[config.mk]
export PLATFORM = sky130hd
export DESIGN_NAME = sigfrz_top
export DESIGN_NICKNAME = d
export VERILOG_FILES = /design/src/rtl/sigfrz_pkg.sv /design/src/rtl/sigfrz_ctrl.sv /design/src/rtl/sigfrz_buf.sv /design/src/rtl/sigfrz_irq.sv /design/src/rtl/sigfrz_top.sv
export SDC_FILE = /design/constraint.sdc
export NUM_CORES = 1
export LEC_CHECK = 0
export BUFFER_PORTS_ARGS = -buffer_cell sky130_fd_sc_hd__buf_2
export CAP_MARGIN = 20
export CORE_MARGIN = 2
export CORE_UTILIZATION = 53
export DETAILED_ROUTE_END_ITERATION = 12
export PLACE_DENSITY = 0.87
export RECOVER_POWER = 100
export SYNTH_ARGS = -nofsm -noshare
export SYNTH_HDL_FRONTEND = slang
export SYNTH_HIERARCHICAL = 1
export SYNTH_SLANG_ARGS = --single-unit
[constraint.sdc]
create_clock -name clk -period 1.9 [get_ports clk]
set_clock_uncertainty 0.2 [all_clocks]
set_input_delay 0.38 -clock clk [delete_from_list [all_inputs] [get_ports clk]]
set_output_delay 0.38 -clock clk [all_outputs]
set_load 0.005 [all_outputs]
[src/rtl/sigfrz_pkg.sv]
package sigfrz_pkg;
  typedef enum logic [1:0] {
    FS_RUN    = 2'd0,
    FS_HOLD   = 2'd1,
    FS_WAIT_B = 2'd2,
    FS_WAIT_E = 2'd3
  } frz_state_e;
endpackage

[src/rtl/sigfrz_ctrl.sv]
module sigfrz_ctrl
  import sigfrz_pkg::*;
(
  input  logic clk,
  input  logic rst_n,
  input  logic los,
  input  logic lomf,
  input  logic slip,
  input  logic mf_sync,
  input  logic auto_off,
  output logic frozen,
  output logic block_now,
  output logic frz_start
);
  frz_state_e state_q, state_d;
  logic       trig;

  assign trig = (los | lomf | slip) & ~auto_off;

  always_comb begin
    state_d = state_q;
    if (auto_off) begin
      state_d = FS_RUN;
    end else if (trig) begin
      state_d = FS_HOLD;
    end else begin
      case (state_q)
        FS_RUN:    state_d = FS_RUN;
        FS_HOLD:   state_d = FS_WAIT_B;
        FS_WAIT_B: if (mf_sync) state_d = FS_WAIT_E;
        FS_WAIT_E: if (mf_sync) state_d = FS_RUN;
        default:   state_d = FS_HOLD;
      endcase
    end
  end

  always_ff @(posedge clk or negedge rst_n) begin
    if (!rst_n) state_q <= FS_RUN;
    else        state_q <= state_d;
  end

  assign frozen    = (state_q != FS_RUN);
  // same-cycle impairment blocks the beat it coincides with
  assign block_now = frozen | trig;
  assign frz_start = (state_q == FS_RUN) & trig;
endmodule

[src/rtl/sigfrz_buf.sv]
module sigfrz_buf #(
  parameter int N_CH = 12,
  parameter int SW   = 4,
  parameter int CW   = 4
) (
  input  logic             clk,
  input  logic             rst_n,
  input  logic             wr_en,
  input  logic [CW-1:0]    wr_chan,
  input  logic [SW-1:0]    wr_data,
  input  logic [CW-1:0]    rd_chan,
  output logic [SW-1:0]    rd_data,
  output logic [N_CH*SW-1:0] flat
);
  logic [SW-1:0] ent [N_CH];

  for (genvar g = 0; g < N_CH; g++) begin : g_ent
    logic hit;
    assign hit = wr_en && (wr_chan == CW'(g + 1));
    always_ff @(posedge clk or negedge rst_n) begin
      if (!rst_n)   ent[g] <= '1;
      else if (hit) ent[g] <= wr_data;
    end
    assign flat[g*SW +: SW] = ent[g];
  end

  always_comb begin
    rd_data = '0;
    for (int i = 0; i < N_CH; i++) begin
      if (rd_chan == CW'(i + 1)) rd_data = ent[i];
    end
  end
endmodule

[src/rtl/sigfrz_irq.sv]
module sigfrz_irq (
  input  logic clk,
  input  logic rst_n,
  input  logic set_p,
  input  logic clr_p,
  output logic flag
);
  always_ff @(posedge clk or negedge rst_n) begin
    if (!rst_n)     flag <= 1'b0;
    else if (set_p) flag <= 1'b1;
    else if (clr_p) flag <= 1'b0;
  end
endmodule

[src/rtl/sigfrz_top.sv]
module sigfrz_top #(
  parameter int N_CH = 12,
  parameter int SW   = 4,
  localparam int CW  = $clog2(N_CH + 1)
) (
  input  logic          clk,
  input  logic          rst_n,
  input  logic          upd_valid,
  output logic          upd_ready,
  input  logic [CW-1:0] upd_chan,
  input  logic [SW-1:0] upd_sig,
  input  logic          los,
  input  logic          lomf,
  input  logic          slip,
  input  logic          mf_sync,
  input  logic          auto_off,
  input  logic [CW-1:0] rd_chan,
  output logic [SW-1:0] rd_sig,
  output logic          frz_flag,
  output logic          frz_irq,
  input  logic          stat_rd
);
  logic                 block_now;
  logic                 frz_start;
  logic                 wr_en;
  logic [N_CH*SW-1:0]   buf_flat;

  assign upd_ready = 1'b1;
  assign wr_en     = upd_valid & ~block_now;

  sigfrz_ctrl u_ctrl (
    .clk       (clk),
    .rst_n     (rst_n),
    .los       (los),
    .lomf      (lomf),
    .slip      (slip),
    .mf_sync   (mf_sync),
    .auto_off  (auto_off),
    .frozen    (frz_flag),
    .block_now (block_now),
    .frz_start (frz_start)
  );

  sigfrz_buf #(.N_CH(N_CH), .SW(SW), .CW(CW)) u_buf (
    .clk     (clk),
    .rst_n   (rst_n),
    .wr_en   (wr_en),
    .wr_chan (upd_chan),
    .wr_data (upd_sig),
    .rd_chan (rd_chan),
    .rd_data (rd_sig),
    .flat    (buf_flat)
  );

  sigfrz_irq u_irq (
    .clk   (clk),
    .rst_n (rst_n),
    .set_p (frz_start),
    .clr_p (stat_rd),
    .flag  (frz_irq)
  );
endmodule

Yosys cells after proc, flatten, opt, wreduce, memory -nomap -nowiden --
Index checks and enable logic that the tools add are counted.
Cells by class: eq/ne operators 29, reductions and logical operators 16, bitwise gates (word level) 8, muxes and demuxes 19
Operators with widths (count):
- 4-bit 2-to-1 mux | 12
- 4-bit equality test (second input constant) | 10
- 4-bit by 3-bit equality test with 1-bit output (second input constant) | 8
- 4-bit by 2-bit equality test with 1-bit output (second input constant) | 4
- 1-bit logical AND | 12
- 4-bit by 1-bit equality test with 1-bit output (second input constant) | 2
- 2-bit 2-to-1 mux | 4
- 4-bit by 3-bit != test with 1-bit output (second input constant) | 2
- 2-bit one-hot mux with 4 select lines | 1
- 2-bit equality test (second input constant) | 2
- 2-bit nonzero test | 2
- 1-bit bitwise AND | 3
- 1-bit OR | 3
- 2-bit by 1-bit equality test with 1-bit output (second input constant) | 1
- 2-bit logical NOT | 1
- 1-bit 2-to-1 mux | 2
- 1-bit inverter | 2
- 2-bit AND reduction | 1
Storage, ports and cells: register bits 51, output and inout bits 7, input bits 21

Logic depth before layout (Yosys ltp) --
depth after elaboration 13, gate-level depth with buffers 8, gate-level depth less buffers 8

By module --
The synthesis kept the hierarchy.
Modules (own cells, without submodules):
- sigfrz_buf | sequential area each 1261.2 um^2, area an instance 2494.9 um^2, cells each 209, times used 1
- sigfrz_ctrl | sequential area each 50.0 um^2, area an instance 197.7 um^2, cells each 22, times used 1
- sigfrz_irq | sequential area each 25.0 um^2, area an instance 36.3 um^2, cells each 3, times used 1
- sigfrz_top | sequential area each 0.0 um^2, area an instance 25.0 um^2, cells each 3, times used 1

Worst setup path before layout --
No wires, ideal clock.
path kind input -> register, start point in lomf, end point reg u_buf.ent (netlist bit u_buf/flat[10]), library setup time 0.082 ns, slack -0.147 ns, data required time 1.618 ns, arrival time 1.764 ns, stages on the path 7, cell sequence nor3_2 -> or2_4 -> nand2_1 -> nor2b_4 -> nor3b_1 -> and2b_1 -> mux2_2
Between the ends: cells in the longest elaborated chain, start to end 7
Ends and longest elaborated chain:
- from (decl) | line sigfrz_top.sv:13 | input logic lomf,
- 1-bit OR (2 in a row) | line sigfrz_ctrl.sv:18 | assign trig = (los | lomf | slip) & ~auto_off;
- 1-bit bitwise AND | line sigfrz_ctrl.sv:18
- 1-bit OR | line sigfrz_ctrl.sv:44 | assign block_now = frozen | trig;
- via block_now | line sigfrz_top.sv:23 | logic block_now;
- 1-bit inverter | line sigfrz_top.sv:29 | assign wr_en = upd_valid & ~block_now;
- 1-bit bitwise AND | line sigfrz_top.sv:29
- via wr_en | line sigfrz_top.sv:25 | logic wr_en;
- 1-bit logical AND | line sigfrz_buf.sv:19 | assign hit = wr_en && (wr_chan == CW'(g + 1));
- to (signal, indexed assignment) | line sigfrz_buf.sv:22 | else if (hit) ent[g] <= wr_data;
- to (decl) | line sigfrz_buf.sv:15 | logic [SW-1:0] ent [N_CH];
The timed path passes the listed nets, and every way through them passes these cells. A chain may end at the register's enable or synchronous reset.

Worst setup path after layout --
start point reg u_buf.ent (netlist bit u_buf/flat[27]), end point out rd_sig[3]
Between the ends: cells in the longest elaborated chain, start to end 6
Ends and longest elaborated chain:
- 4-bit 2-to-1 mux (6 in a row) | line sigfrz_buf.sv:30 | if (rd_chan == CW'(i + 1)) rd_data = ent[i];
- to (decl) | line sigfrz_top.sv:18 | output logic [SW-1:0] rd_sig,
Every way passes these cells.

==> results.cfg <==
[timing]
fin_crit_sh = 1.29
drv_slew = 0
fmax_ghz = 0.407
grt_setup_unrepaired = true
finalHoldViolCount = 0
worst_pin_slew_ns = 0.670
fin_hold_ws_ns = 0.132
max_slew_margin = 0.553
worst_slack_ns = -0.560
setup_viol = 52
min_period_ns = 2.46

[grt]
grt_overflow = 0
antenna_found_initial = 0
grt_max_degree = 52
gr-usage-all-layers = 0.246
grt_pass1_wl_um = 11200
grt_pass1_vias = 2257

[power_and_ir_drop]
peakVddDrop_v = 0.000491
power.density_nw_per_um2 = 776
leakagePower_nw = 1.52

[floorplan]
core_um2 = 5070
dieWidth_um = 76.1
rows = 26
die_h_um = 76.1
num_io_pins = 28
die_area_um2 = 5790
start_util = 0.543

[placed_design]
dpl.hpwl_um = 4480
dp_cells = 348
gp_congestion = 0.840
numPortBuffers = 26

[synthesis]
ys_ff_latch = 51
ys_seq_area_frac = 0.485
synth_fp_nets = 262
async_flop_share = 1.00
syn_avg_cell_area_um2 = 11.6
ys.flop_type = dfstp_2
ys_warn_count = 6
ys_types = 48
synth_cells = 237
netlist_area_um2 = 2750
synth_edf_count = 0

[critical_path]
cp-start-kind = register
crit_fanout = 2
worstRegToRegCells = 10
cp.required_ns = 1.32
end_kind = primary output
arrival_ns = 1.88
crit_type = reg2out

[cts]
clock-sinks = 51
clk_pin_slew_ns = 0.10
numCtsBuffers = 5
clk_path_buf_depth = 2
clock-root-buffer = clkbuf_8
cts_tree = built
htree_levels = 2
clk_latency_ns = 0.31

[detailed_routing]
routed_wl_um = 7560
wl_per_cell_um = 20.6
via_count = 2250
drc = 0
drt_iter0_drc = 218
vias_per_cell = 6.15
route.antenna.remaining_nets = 0
dr.pass1.iters = 4

[layout]
final_core_util = 0.698
fillers = 350
final_cell_mix = 48 x dfstp_2, 27 x mux2_4, 25 x buf_2
area_growth_pct = 28.6
diodes = 0
final_cells = 366
drive_above_1_share = 0.642
fin_nets = 320
mostFrequentLayoutCell = dfstp_2

[hold_path]
hp-class = in2reg
timing.hold.worst_path_depth = 3

[job]
maxCapViolCount = 0

[run_status]
status = finished with violations
failed_checks = setup timing
-- cells by family (layout without fill, tap and decap cells) --
group,count (synthesis),after routing,share of synthesized area
flip-flops,51,51,0.485
AO/OA/AOI/OAI,41,41,0.108
buffers and inverters,22,81,0.0382
adder cells (fa/ha/maj),4,4,0.0182
multiplexers,51,51,0.211
other,1,1,0.00136
AND/OR/NAND/NOR,67,67,0.138
-- Yosys cell counts (all sizes together) (2+ instances only) --
cell type  count  share of area
o31a           2         0.0064
nand3          2         0.0055
nor2b          6          0.016
clkbuf         6         0.0082
or2            2         0.0055
a21oi          7          0.013
o22ai          4         0.0091
o21ai          3         0.0055
a311oi         3         0.0095
ha             4          0.018
nor3           3         0.0073
and3           2         0.0045
a211oi         2         0.0055
nor3b          2         0.0055
nand3b         3         0.0082
mux2i          3          0.011
a22o           2         0.0064
mux2          47           0.19
o32ai          2         0.0064
inv            9          0.012
o221ai         3         0.0095
nand4          4         0.0091
nand2b        14          0.032
a31oi          3         0.0068
o211ai         4          0.011
dfstp         48           0.46
nor2          16          0.022
buf            7          0.018
dfrtp          3          0.027
nand2          9          0.012
-- worst paths after layout --
kind	slack (ns)	startpoint	end
worst max-delay path	-0.56	u_buf/flat[27]$_DFFE_PN1P_	rd_sig[3]
worst min-delay path	0.13	stat_rd	u_irq/flag$_DFFE_PN0P_
worst max register to register	-0.24	u_ctrl/state_q[0]$_DFFE_PN0P_	u_buf/flat[27]$_DFFE_PN1P_
worst min register to register	0.29	u_irq/flag$_DFFE_PN0P_	u_irq/flag$_DFFE_PN0P_
max in group asynchronous	0.52	rst_n	u_ctrl/state_q[1]$_DFFE_PN0P_
min in group asynchronous	0.56	rst_n	u_irq/flag$_DFFE_PN0P_
-- sequential cells by signal (all words and copies together) (netlist names) --
register / flops
u_buf/flat: 48
u_ctrl/state_q: 2
u_irq/flag: 1
-- routing by layer --
layer / vias up / global-route usage / part of all wire
li1: 973 / - / -
met1: 1105 / 0.308 / 0.38
met2: 134 / 0.410 / 0.49
met3: 38 / 0.0474 / 0.079
met4: 0 / 0.124 / 0.055
met5: - / 0 / 0
-- metrics by stage --
stage	area, um2	power [mW]	setup slack (ns)	setup TNS [ns]
final	3540	2.75	-0.560	-8.27
after global placement	3160	1.94	-0.329	-6.60
after global routing	3540	2.87	-0.598	-13.54
after CTS	3450	2.69	-0.436	-5.11
after floorplan	2780	1.78	-0.0326	-0.142
after detailed placement	3160	1.98	-0.354	-9.56
-- repair_timing --
action	CTS	global route
gates resized for setup	37	24
hold endpoints to repair	3	0
hold buffers	1	0
buffers inserted	5	5
endpoints found under the setup margin	29	52
pin swaps	11	5
-- cell type report --
class | instances | area, um2 | area share
clock buffers | 6 | 72.6 | 0.0205
clock inverters | 2 | 16.3 | 0.00459
inverters | 9 | 33.8 | 0.00954
multi-input cells | 164 | 1530 | 0.431
flip-flops and latches | 51 | 1340 | 0.377
well taps | 70 | 87.6 | 0.0247
repair buffers | 64 | 470 | 0.133
-- report_power, final --
group | total (mW) | internal [mW] | switching [mW]
Combinational | 0.608 | 0.338 | 0.270
Sequential | 1.50 | 1.38 | 0.118
Clock | 0.637 | 0.265 | 0.372
Total | 2.75 | 1.99 | 0.760
-- critical path, stage by stage (launching register included) --
cell      delay [ns]
dfstp_2         0.38
mux4_2          0.47
nor2_2          0.17
a311oi_2        0.09
a311o_1         0.32
buf_2           0.14
Note: power is estimated with default switching activity, not from simulation.
